## config.mk

```make
export PLATFORM = sky130hd
export DESIGN_NAME = edge_gpio_port
export DESIGN_NICKNAME = d
export VERILOG_FILES = /design/src/rtl/egp_pkg.sv /design/src/rtl/egp_sync.sv /design/src/rtl/egp_edge_detect.sv /design/src/rtl/egp_regs.sv /design/src/rtl/edge_gpio_port.sv
export SDC_FILE = /design/constraint.sdc
export NUM_CORES = 1
export LEC_CHECK = 0
export BUFFER_PORTS_ARGS = -buffer_cell sky130_fd_sc_hd__buf_2
export CORE_MARGIN = 8
export CORE_UTILIZATION = 55
export DETAILED_ROUTE_END_ITERATION = 8
export GPL_ROUTABILITY_DRIVEN = 0
export PLACE_DENSITY = 0.81
export SLEW_MARGIN = 25
export SYNTH_ARGS = -nofsm -noshare
export SYNTH_HDL_FRONTEND = slang
export SYNTH_SLANG_ARGS = --single-unit
```

## constraint.sdc

```tcl
create_clock -name clk -period 5.2 [get_ports clk]
set_input_delay 0.78 -clock clk [delete_from_list [all_inputs] [get_ports clk]]
set_output_delay 0.78 -clock clk [all_outputs]
set_load 0.01 [all_outputs]
```

## src/rtl/egp_pkg.sv

```systemverilog
`timescale 1ns/1ps
package egp_pkg;
  localparam int unsigned PORT_W = 16;
  localparam int unsigned ADDR_W = 5;

  typedef enum logic [1:0] {
    SZ_BYTE = 2'b00,
    SZ_HALF = 2'b01,
    SZ_WORD = 2'b10
  } acc_size_e;

  localparam logic [ADDR_W-1:0] OFS_DIN  = 5'h00;
  localparam logic [ADDR_W-1:0] OFS_DOUT = 5'h04;
  localparam logic [ADDR_W-1:0] OFS_DIR  = 5'h08;
  localparam logic [ADDR_W-1:0] OFS_EDGE = 5'h0C;
  localparam logic [ADDR_W-1:0] OFS_MASK = 5'h10;
  localparam logic [ADDR_W-1:0] OFS_STAT = 5'h14;
  localparam logic [ADDR_W-1:0] OFS_PCTL = 5'h18;
endpackage

```

## src/rtl/egp_sync.sv

```systemverilog
`timescale 1ns/1ps
module egp_sync #(
  parameter int unsigned W      = 16,
  parameter int unsigned STAGES = 2
) (
  input  logic         clk,
  input  logic         rst_n,
  input  logic [W-1:0] d_async,
  output logic [W-1:0] q_sync
);
  logic [W-1:0] stage_q [STAGES];

  always_ff @(posedge clk or negedge rst_n) begin
    if (!rst_n) begin
      for (int i = 0; i < STAGES; i++) stage_q[i] <= '0;
    end else begin
      stage_q[0] <= d_async;
      for (int i = 1; i < STAGES; i++) stage_q[i] <= stage_q[i-1];
    end
  end

  assign q_sync = stage_q[STAGES-1];
endmodule

```

## src/rtl/egp_edge_detect.sv

```systemverilog
`timescale 1ns/1ps
module egp_edge_detect #(
  parameter int unsigned W = 16
) (
  input  logic         clk,
  input  logic         rst_n,
  input  logic [W-1:0] level,
  input  logic [W-1:0] rise_sel,
  input  logic [W-1:0] armed,
  output logic [W-1:0] event_hit
);
  logic [W-1:0] prev_q;

  always_ff @(posedge clk or negedge rst_n) begin
    if (!rst_n) prev_q <= '0;
    else        prev_q <= level;
  end

  for (genvar b = 0; b < W; b++) begin : g_bit
    logic went_up, went_down;
    always_comb begin
      went_up      = level[b] & ~prev_q[b];
      went_down    = ~level[b] & prev_q[b];
      event_hit[b] = armed[b] & (rise_sel[b] ? went_up : went_down);
    end
  end
endmodule

```

## src/rtl/egp_regs.sv

```systemverilog
`timescale 1ns/1ps
module egp_regs
  import egp_pkg::*;
#(
  parameter int unsigned W  = PORT_W,
  parameter int unsigned AW = ADDR_W
) (
  input  logic          clk,
  input  logic          rst_n,
  input  logic          bus_sel,
  input  logic          bus_wr,
  input  logic [1:0]    bus_size,
  input  logic [AW-1:0] bus_addr,
  input  logic [W-1:0]  bus_wdata,
  output logic [W-1:0]  bus_rdata,
  output logic          bus_err,
  input  logic [W-1:0]  level,
  input  logic [W-1:0]  event_hit,
  output logic [W-1:0]  rise_sel,
  output logic [W-1:0]  armed,
  output logic [W-1:0]  pin_out,
  output logic [W-1:0]  pin_oe,
  output logic          irq
);
  logic [W-1:0] dout_q, dout_d;
  logic [W-1:0] dir_q,  dir_d;
  logic [W-1:0] edge_q, edge_d;
  logic [W-1:0] mask_q, mask_d;
  logic [W-1:0] stat_q, stat_d;
  logic [W-1:0] pctl_q, pctl_d;
  logic [W-1:0] pout_q, pout_d;
  logic         pout_en;
  logic         acc_ok, wr_en;
  logic [W-1:0] clr_bits;

  assign acc_ok = bus_sel & (bus_size == SZ_HALF);
  assign wr_en  = acc_ok & bus_wr;

  // next-state
  always_comb begin
    dout_d   = dout_q;
    dir_d    = dir_q;
    edge_d   = edge_q;
    mask_d   = mask_q;
    pctl_d   = pctl_q;
    clr_bits = '0;
    if (wr_en) begin
      unique case (bus_addr)
        OFS_DOUT: dout_d   = bus_wdata;
        OFS_DIR:  dir_d    = bus_wdata;
        OFS_EDGE: edge_d   = bus_wdata;
        OFS_MASK: mask_d   = bus_wdata;
        OFS_STAT: clr_bits = bus_wdata;
        OFS_PCTL: pctl_d   = bus_wdata;
        default:  ;
      endcase
    end
    stat_d  = (stat_q & ~clr_bits) | event_hit;
    pout_d  = dout_d & ~dir_d;
    pout_en = (pout_d != pout_q);
  end

  // registers
  always_ff @(posedge clk or negedge rst_n) begin
    if (!rst_n) begin
      dout_q <= '0;
      dir_q  <= '1;
      edge_q <= '0;
      mask_q <= '0;
      stat_q <= '0;
      pctl_q <= '1;
      pout_q <= '0;
    end else begin
      dout_q <= dout_d;
      dir_q  <= dir_d;
      edge_q <= edge_d;
      mask_q <= mask_d;
      stat_q <= stat_d;
      pctl_q <= pctl_d;
      if (pout_en) pout_q <= pout_d;
    end
  end

  // read path
  always_comb begin
    bus_rdata = '0;
    if (acc_ok && !bus_wr) begin
      unique case (bus_addr)
        OFS_DIN:  bus_rdata = level & pctl_q;
        OFS_DOUT: bus_rdata = dout_q;
        OFS_DIR:  bus_rdata = dir_q;
        OFS_EDGE: bus_rdata = edge_q;
        OFS_MASK: bus_rdata = mask_q;
        OFS_STAT: bus_rdata = stat_q;
        OFS_PCTL: bus_rdata = pctl_q;
        default:  bus_rdata = '0;
      endcase
    end
  end

  assign bus_err  = bus_sel & (bus_size != SZ_HALF);
  assign rise_sel = edge_q;
  assign armed    = dir_q & ~mask_q;
  assign pin_out  = pout_q;
  assign pin_oe   = ~dir_q;
  assign irq      = |stat_q;
endmodule

```

## src/rtl/edge_gpio_port.sv

```systemverilog
`timescale 1ns/1ps
module edge_gpio_port
  import egp_pkg::*;
#(
  parameter int unsigned W  = PORT_W,
  parameter int unsigned AW = ADDR_W
) (
  input  logic          clk,
  input  logic          rst_n,
  input  logic          bus_sel,
  input  logic          bus_wr,
  input  logic [1:0]    bus_size,
  input  logic [AW-1:0] bus_addr,
  input  logic [W-1:0]  bus_wdata,
  output logic [W-1:0]  bus_rdata,
  output logic          bus_err,
  input  logic [W-1:0]  pin_in,
  output logic [W-1:0]  pin_out,
  output logic [W-1:0]  pin_oe,
  output logic          irq
);
  logic [1:0]   rst_pipe_q;
  logic         rst_int_n;
  logic [W-1:0] level, rise_sel, armed, event_hit;

  // asynchronous assert, synchronous release
  always_ff @(posedge clk or negedge rst_n) begin
    if (!rst_n) rst_pipe_q <= 2'b00;
    else        rst_pipe_q <= {rst_pipe_q[0], 1'b1};
  end
  assign rst_int_n = rst_pipe_q[1];

  egp_sync #(.W(W), .STAGES(2)) u_sync (
    .clk(clk), .rst_n(rst_int_n), .d_async(pin_in), .q_sync(level)
  );

  egp_edge_detect #(.W(W)) u_edge (
    .clk(clk), .rst_n(rst_int_n), .level(level), .rise_sel(rise_sel),
    .armed(armed), .event_hit(event_hit)
  );

  egp_regs #(.W(W), .AW(AW)) u_regs (
    .clk(clk), .rst_n(rst_int_n),
    .bus_sel(bus_sel), .bus_wr(bus_wr), .bus_size(bus_size),
    .bus_addr(bus_addr), .bus_wdata(bus_wdata),
    .bus_rdata(bus_rdata), .bus_err(bus_err),
    .level(level), .event_hit(event_hit),
    .rise_sel(rise_sel), .armed(armed),
    .pin_out(pin_out), .pin_oe(pin_oe), .irq(irq)
  );
endmodule

```

# ---- After elaboration in Yosys (flattened, before gate mapping)
# Cells that the tools add are included.
dict set report totals {
  reg_bits 162
  inputBits 43
  output_inout_bits 50
  word_cells 143
}
dict set report op_classes {
  n_eq_ne 9
  mux 24
  bitwise 92
  n_reduce_logical 7
}
# operator n
set op_table {}
lappend op_table {{$mux 16} 7}
lappend op_table {{$pmux 16 s7} 1}
lappend op_table {{$and 16x16->16} 4}
lappend op_table {{$not 16->16} 4}
lappend op_table {{$and 1x1->1} 51}
lappend op_table {{$not 1->1} 32}
lappend op_table {{$mux 1} 16}
lappend op_table {{$ne 16x16->1} 1}
lappend op_table {{$or 16x16->16} 1}
lappend op_table {{$reduce_or 16->1} 1}
lappend op_table {{$eq 5x5->1 const B} 3}
lappend op_table {{$eq 5x4->1 const B} 2}
lappend op_table {{$reduce_and 2->1} 3}
lappend op_table {{$eq 5x3->1 const B} 1}
lappend op_table {{$logic_not 5->1} 1}
lappend op_table {{$eq 2x1->1 const B} 1}
lappend op_table {{$ne 2x1->1 const B} 1}
lappend op_table {{$logic_and 1x1->1} 1}
lappend op_table {{$logic_not 1->1} 1}

# ---- Depth between registers and ports, before layout
# Gate-level depths: netlist of the first run.
dict set report logic_depth {
  word_depth 7
  ltp_mapped 8
}

# ---- By module
# A second synthesis of the first run with hierarchy kept.
dict set report unflattened {
  cells_unflattened 606
  area_unflattened_um2 7229.4
}
# module n_inst cells_per_inst area_each_um2 seq_area_each_um2
set by_module_without_submodules {}
lappend by_module_without_submodules {egp_regs 1 491 5474.0 2842.7}
lappend by_module_without_submodules {egp_sync 1 48 920.9 800.8}
lappend by_module_without_submodules {egp_edge_detect 1 64 780.7 400.4}
lappend by_module_without_submodules {edge_gpio_port 1 3 53.8 50.0}

# ---- Worst setup path after synthesis of the first run
# OpenSTA, ideal clock, no wires.
dict set report synth_path {
  path_type {input port to output port}
  startpoint {input port bus_addr[4]}
  endpoint {output port bus_rdata[11]}
  t_arrival_ps 2221
  t_required_ps 4420
  setup_slack_ps 2199
  cell_stages 6
  n_path_buf 2
  cell_sequence {buf_6 > or3b_2 > buf_2 > nor3_2 > a22oi_1 > a31oi_1}
}
dict set report synth_between {
  elab_chain_cells 3
  elab_cells_between_ends 9
  classes_between {eq/ne: 6; mux: 2; reduce/logical: 1}
}
# element line_no
set synth_rtl {}
lappend synth_rtl {{from (decl)} edge_gpio_port.sv:13} ;# input logic [AW-1:0] bus_addr,
lappend synth_rtl {{$eq 5x5->1, or another cell as far along} egp_regs.sv:88} ;# unique case (bus_addr)
lappend synth_rtl {{$pmux 16 s7 (*)} egp_regs.sv:88}
lappend synth_rtl {{$mux 16 (*)} egp_regs.sv:87} ;# if (acc_ok && !bus_wr) begin
lappend synth_rtl {{to (decl)} edge_gpio_port.sv:15} ;# output logic [W-1:0] bus_rdata,
# Every way passes the cells marked *; elsewhere a longest branch is shown, timed or not.

# ---- Worst setup path in the final report of the first run
dict set report layout_path {
  startpoint {input port bus_addr[2]}
  endpoint {output port bus_rdata[3]}
}
# The elaborated chain is that of the path after synthesis.

==> results of run 1 <==
## worst paths after layout
kind | end | slack, ps
setup / recovery | bus_rdata[3] | 1410
hold / removal | rst_pipe_q[1]$_DFF_PN0_ | 130
setup reg to reg | u_regs.stat_q[6]$_DFF_PN0_ | 3330
hold reg to reg | u_sync.q_sync[7]$_DFF_PN0_ | 350
max in group asynchronous | u_regs.stat_q[6]$_DFF_PN0_ | 3330
min in group clk | u_sync.q_sync[7]$_DFF_PN0_ | 350
## flip-flops by register name, summed over array words and instances (netlist names)
register / flops
u_edge.prev_q: 16
u_regs.pctl_q: 16
u_sync.q_sync: 16
u_regs.rise_sel: 16
u_regs.pin_out: 16
u_regs.dout_q: 16
u_regs.dir_q: 16
rst_pipe_q: 2
u_sync.stage_q: 16
u_regs.stat_q: 16
u_regs.mask_q: 16
## cell families (layout without fill, tap and decap cells)
group	Yosys count	count (layout)	synth area share, %
mux	55	55	8.86
buf+inv	108	190	5.99
other cells	1	1	0.0498
compound gates	182	182	17.0
flops	162	162	54.4
simple gates	201	201	13.7
## worst max-delay path, stage by stage
cell and delay, ps:
buf_2 720, nand2b_1 310, nor2_2 550, a22oi_1 190, a31oi_1 250, buf_2 170
## power breakdown
part	internal [mW]	total (mW)	switching (mW)
logic	0.0956	0.240	0.144
registers	1.35	1.41	0.0631
clock network	0.767	1.28	0.508
total	2.21	2.92	0.715
## placed cells by master, fill, tap and decap left out, drive strengths merged, types with 19 or more instances in the layout
| cell type | Yosys | final |
|---|---|---|
| dfrtp | 130 | 130 |
| nor2 | 28 | 28 |
| a22oi | 36 | 36 |
| o21ai | 75 | 75 |
| mux2 | 43 | 43 |
| dfstp | 32 | 32 |
| clkbuf | 34 | 19 |
| nand2 | 101 | 101 |
| inv | 54 | 56 |
| buf | 20 | 104 |
## routing by layer
layer | GRT usage (%) | vias up | routed length [um]
met5 | 0 | - | 0
met1 | 27.9 | 2960 | 8000
met4 | 10.3 | 0 | 505
met2 | 35.7 | 317 | 9580
met3 | 5.41 | 50 | 1480
li1 | - | 2641 | -
## metrics by stage
| stage | hold slack (ps) | util [%] |
|---|---|---|
| global route | 115 | 65.3 |
| global placement | 332 | 60.7 |
| CTS | 118 | 65.3 |
| floorplan | 331 | - |
| finish | 129 | 65.3 |
| detailed placement | 335 | 60.7 |
## area by class of cell
class,instances,area share (%)
flip-flops and latches,162,47.2
multi-input cells,439,34.6
repair buffers,104,6.35
clock buffers,19,5.11
well taps,176,2.54
inverters,54,2.34
clock inverters,13,1.83
==> impl_metrics.toml, run 1 <==
[run_status]
status = "finished clean"

[min_path]
min_path_type = "in -> async"

[grt]
track_usage_pct = 22.3
overflow = 0
antenna_found_initial = 0
grt_max_degree = 71
grt_pass1_wl_um = 31200
grt_pass1_vias = 5910

[floorplan]
rows = 42
fp.dieH_um = 133
fp.dieW_um = 133
core_um2 = 13300
start_util_pct = 56.6
ioPinCount = 93
die_area_um2 = 17700

[pwr]
p_per_area_nw_per_um2 = 337
irDropWorstVdd_uv = 296
p_leak_nw = 3.98
p_total_mw = 2.92

[sta]
setup_ws_ps = 1410
fin_tns_setup_ps = 0
tightest_slew_ps = 1080
clock_skew_ps = 7.06
slew_headroom_pct = 27.8
max_freq_mhz = 264
hold_viol = 0
rsz0062_at_grt = "no"
period_share_pct = 72.8
drv_slew = 0
min_period_ps = 3790
setup_viol = 0

[critical_path]
end_kind = "output pin"
crit_fanout = 52
reg2reg_depth = 1
startpoint_type = "primary input"
crit_type = "in -> out"
cp.required_ps = 4420
r2r-start = "rst_pipe_q[1]$_DFF_PN0_"
cp.arrival_ps = 3010
crit_start = "bus_addr[2]"

[logic_synthesis]
synth_area_leaders = "dfrtp_1, dfstp_2, mux2_2"
ys_warn_count = 0
yosysTopAreaCell = "dfrtp_1"
synth.distinct_cells = 46
ys.flop_type = "dfrtp_1"
syn_avg_cell_area_um2 = 10.6
syn_nets = 752
synth_edf_count = 0
synth.cell_area_um2 = 7520
synth.most_common_cell = "dfrtp_1"
synth.top_cells.by_count = "dfrtp_1, nand2_1, o21ai_0"
async_reset_ff_share_pct = 100
yosysSeqAreaShare_pct = 54.4
ys_ff_latch = 162
netlist.area_leader.share_pct = 43.2
synthCells = 709

[route]
finalWirelength_um = 19600
vias = 5968
drt_first_pass_iters = 5
drt-initial-drc-count = 813
wire_per_inst_um = 20.2
drc = 0
antenna_left = 0
via_per_inst = 6.17

[final_layout]
multi_input_area_um2 = 3000
antennaDiodeCount = 0
final_net_count = 821
fill_cells = 1023
syn_to_final_growth_pct = 15.3
drive_gt1_share_pct = 30.0
instances_no_fill = 967
seq_area_um2 = 4100
stdcell_area_um2 = 8680

[placed_design]
io_buffers = 92
post-place-ws_ps = 1530
place_inst = 935
place_area_um2 = 8070
dp_hpwl_um = 12700

[cts]
cts.clk_slew.worst_paths_ps = 60
numCtsBuffers = 17
h-tree-depth = 4
post-cts-setup-buffers = 0
clockRootBuffer = "clkbuf_16"
insertion_delay_ps = 420
cts_hold_buf = 0
cts_buffer_depth = 2
cts_tree = "done"
cts_sinks = 162
post_cts_resized = 0

[flow_run]
maxCapViolations = 0
(Power assumes the default switching activity.)
==> inputs of run 2 (changes only) <==
--- a/config.mk
+++ b/config.mk
@@ -7,10 +7,10 @@
 export LEC_CHECK = 0
 export BUFFER_PORTS_ARGS = -buffer_cell sky130_fd_sc_hd__buf_2
 export CORE_MARGIN = 8
-export CORE_UTILIZATION = 55
+export CORE_UTILIZATION = 52
 export DETAILED_ROUTE_END_ITERATION = 8
 export GPL_ROUTABILITY_DRIVEN = 0
-export PLACE_DENSITY = 0.81
+export PLACE_DENSITY = 0.8
 export SLEW_MARGIN = 25
 export SYNTH_ARGS = -nofsm -noshare
 export SYNTH_HDL_FRONTEND = slang
==> constraint.sdc (replaced) <==
create_clock -name clk -period 3.15 [get_ports clk]
set_input_delay 0.4725 -clock clk [delete_from_list [all_inputs] [get_ports clk]]
set_output_delay 0.4725 -clock clk [all_outputs]
set_load 0.01 [all_outputs]
==> impl_metrics.toml, run 2 (same netlist as run 1, synthesis figures left out) <==
[run_status]
status = "finished clean"

[final_layout]
final_common_cell = "dfrtp_1"
syn_to_final_growth_pct = 17.3
final_cell_mix = "dfrtp_1, nand2_1, buf_2"
drive_gt1_share_pct = 31.1
fill_cells = 1155
final_net_count = 835
antennaDiodeCount = 0

[sta]
tightest_slew_ps = 958
clock_skew_ps = 6.44
min_period_ps = 2780
setup_viol = 0
max_freq_mhz = 360
fin_tns_setup_ps = 0
slew_headroom_pct = 36.1
period_share_pct = 88.2
rsz0062_at_grt = "no"
drv_slew = 0
hold_viol = 0
hold_ws_ps = 141

[cts]
insertion_delay_ps = 430
h-tree-depth = 4
clockRootBuffer = "clkbuf_16"
cts_buffer_depth = 2
numCtsBuffers = 17
cts_sinks = 162
cts.clk_slew.worst_paths_ps = 60
post_cts_resized = 0
cts_tree = "done"

[pwr]
p_total_mw = 4.87
p_leak_nw = 4.07
irDropWorstVdd_uv = 440
p_per_area_nw_per_um2 = 552

[grt]
use_met2_pct = 34.9
use_met3_pct = 5.84
antenna_found_initial = 0
grt_pass1_wl_um = 30500
grt_max_degree = 161
overflow = 0
track_usage_pct = 21.3
grt_pass1_vias = 5807
top_usage_layer = "met2"
met1_usage_pct = 26.3

[route]
via_per_inst = 5.90
drc = 0
antenna_left = 0
drt_first_pass_iters = 5
vias = 5832
wire_per_inst_um = 19.4
drt-initial-drc-count = 612
finalWirelength_um = 19200

[floorplan]
die_area_um2 = 18600
ioPinCount = 93
core_um2 = 14300
fp.dieW_um = 136
rows = 44
start_util_pct = 52.6
fp.dieH_um = 136

[placed_design]
io_buffers = 92
dp_hpwl_um = 12500

[critical_path]
startpoint_type = "primary input"
crit_type = "in -> out"
crit_fanout = 9
cp.arrival_ps = 2300
cp.required_ps = 2680
end_kind = "output pin"
reg2reg_depth = 1

[min_path]
whs_path_depth = 1
min_path_type = "in -> reg"

[flow_run]
maxCapViolations = 0
-- run 2: cell types whose count changed in the layout (fill, tap and decap cells not counted), sizes merged --
cell,before,now
buf,104,117
clkbuf,19,18
dlygate4sd3,0,1
inv,56,59
clkinv,5,3
-- run 2: per-stage QoR --
stage               setup WS, ps  area [um^2]  cells  util (%)
floorplan                    499         7520    709         -
global placement             519         8200    956      57.3
detailed placement           491         8200    956      57.3
CTS                          450         8820    989      61.6
global route                 303         8820    989      61.6
finish                       373         8820    989      61.6
-- run 2: repair_timing --
action                                 in CTS  in global routing
buffers inserted                            0                  0
setup endpoints to repair                   0                  0
hold buffers                                1                  0
endpoints found under the hold margin       2                  0
-- run 2: final cells by class --
class                      instances  area [um^2]  area share [%]
multi-input combinational        439         2990            33.9
inverter                          54          203            2.30
timing repair buffer             118          683            7.74
tap                              184          230            2.61
sequential                       162         4100            46.4
clock buffer                      18          439            4.98
clock inverter                    14          175            1.99
-- run 2: layer usage --
metal / vias up / wire, um
li1: 2667 / -
met3: 42 / 1280
met1: 2911 / 8010
met4: 0 / 465
met2: 212 / 9400
met5: - / 0
-- run 2: power by group --
group / switching, mW / internal [mW]
Clock: 0.869 / 1.28
Combinational: 0.248 / 0.164
Sequential: 0.0871 / 2.22
-- run 2: critical path, cell delays in order --
cell and delay [ps]:
buf_2 170, or3b_2 580, nor2_1 260, buf_4 240, o21ai_0 120, a31oi_1 260
buf_2 180
-- run 2: worst paths after layout --
| kind | to | from | slack [ps] |
|---|---|---|---|
| worst max register to register | u_edge.prev_q[15]$_DFF_PN0_ | rst_pipe_q[1]$_DFF_PN0_ | 1980 |
| worst max-delay path | bus_rdata[4] | bus_addr[4] | 370 |
| worst min-delay path | u_sync.stage_q[21]$_DFF_PN0_ | pin_in[5] | 140 |
| min in group asynchronous | rst_pipe_q[1]$_DFF_PN0_ | rst_n | 360 |
| max in group asynchronous | u_edge.prev_q[15]$_DFF_PN0_ | rst_pipe_q[1]$_DFF_PN0_ | 1980 |
| worst min register to register | u_sync.q_sync[7]$_DFF_PN0_ | u_sync.stage_q[23]$_DFF_PN0_ | 350 |
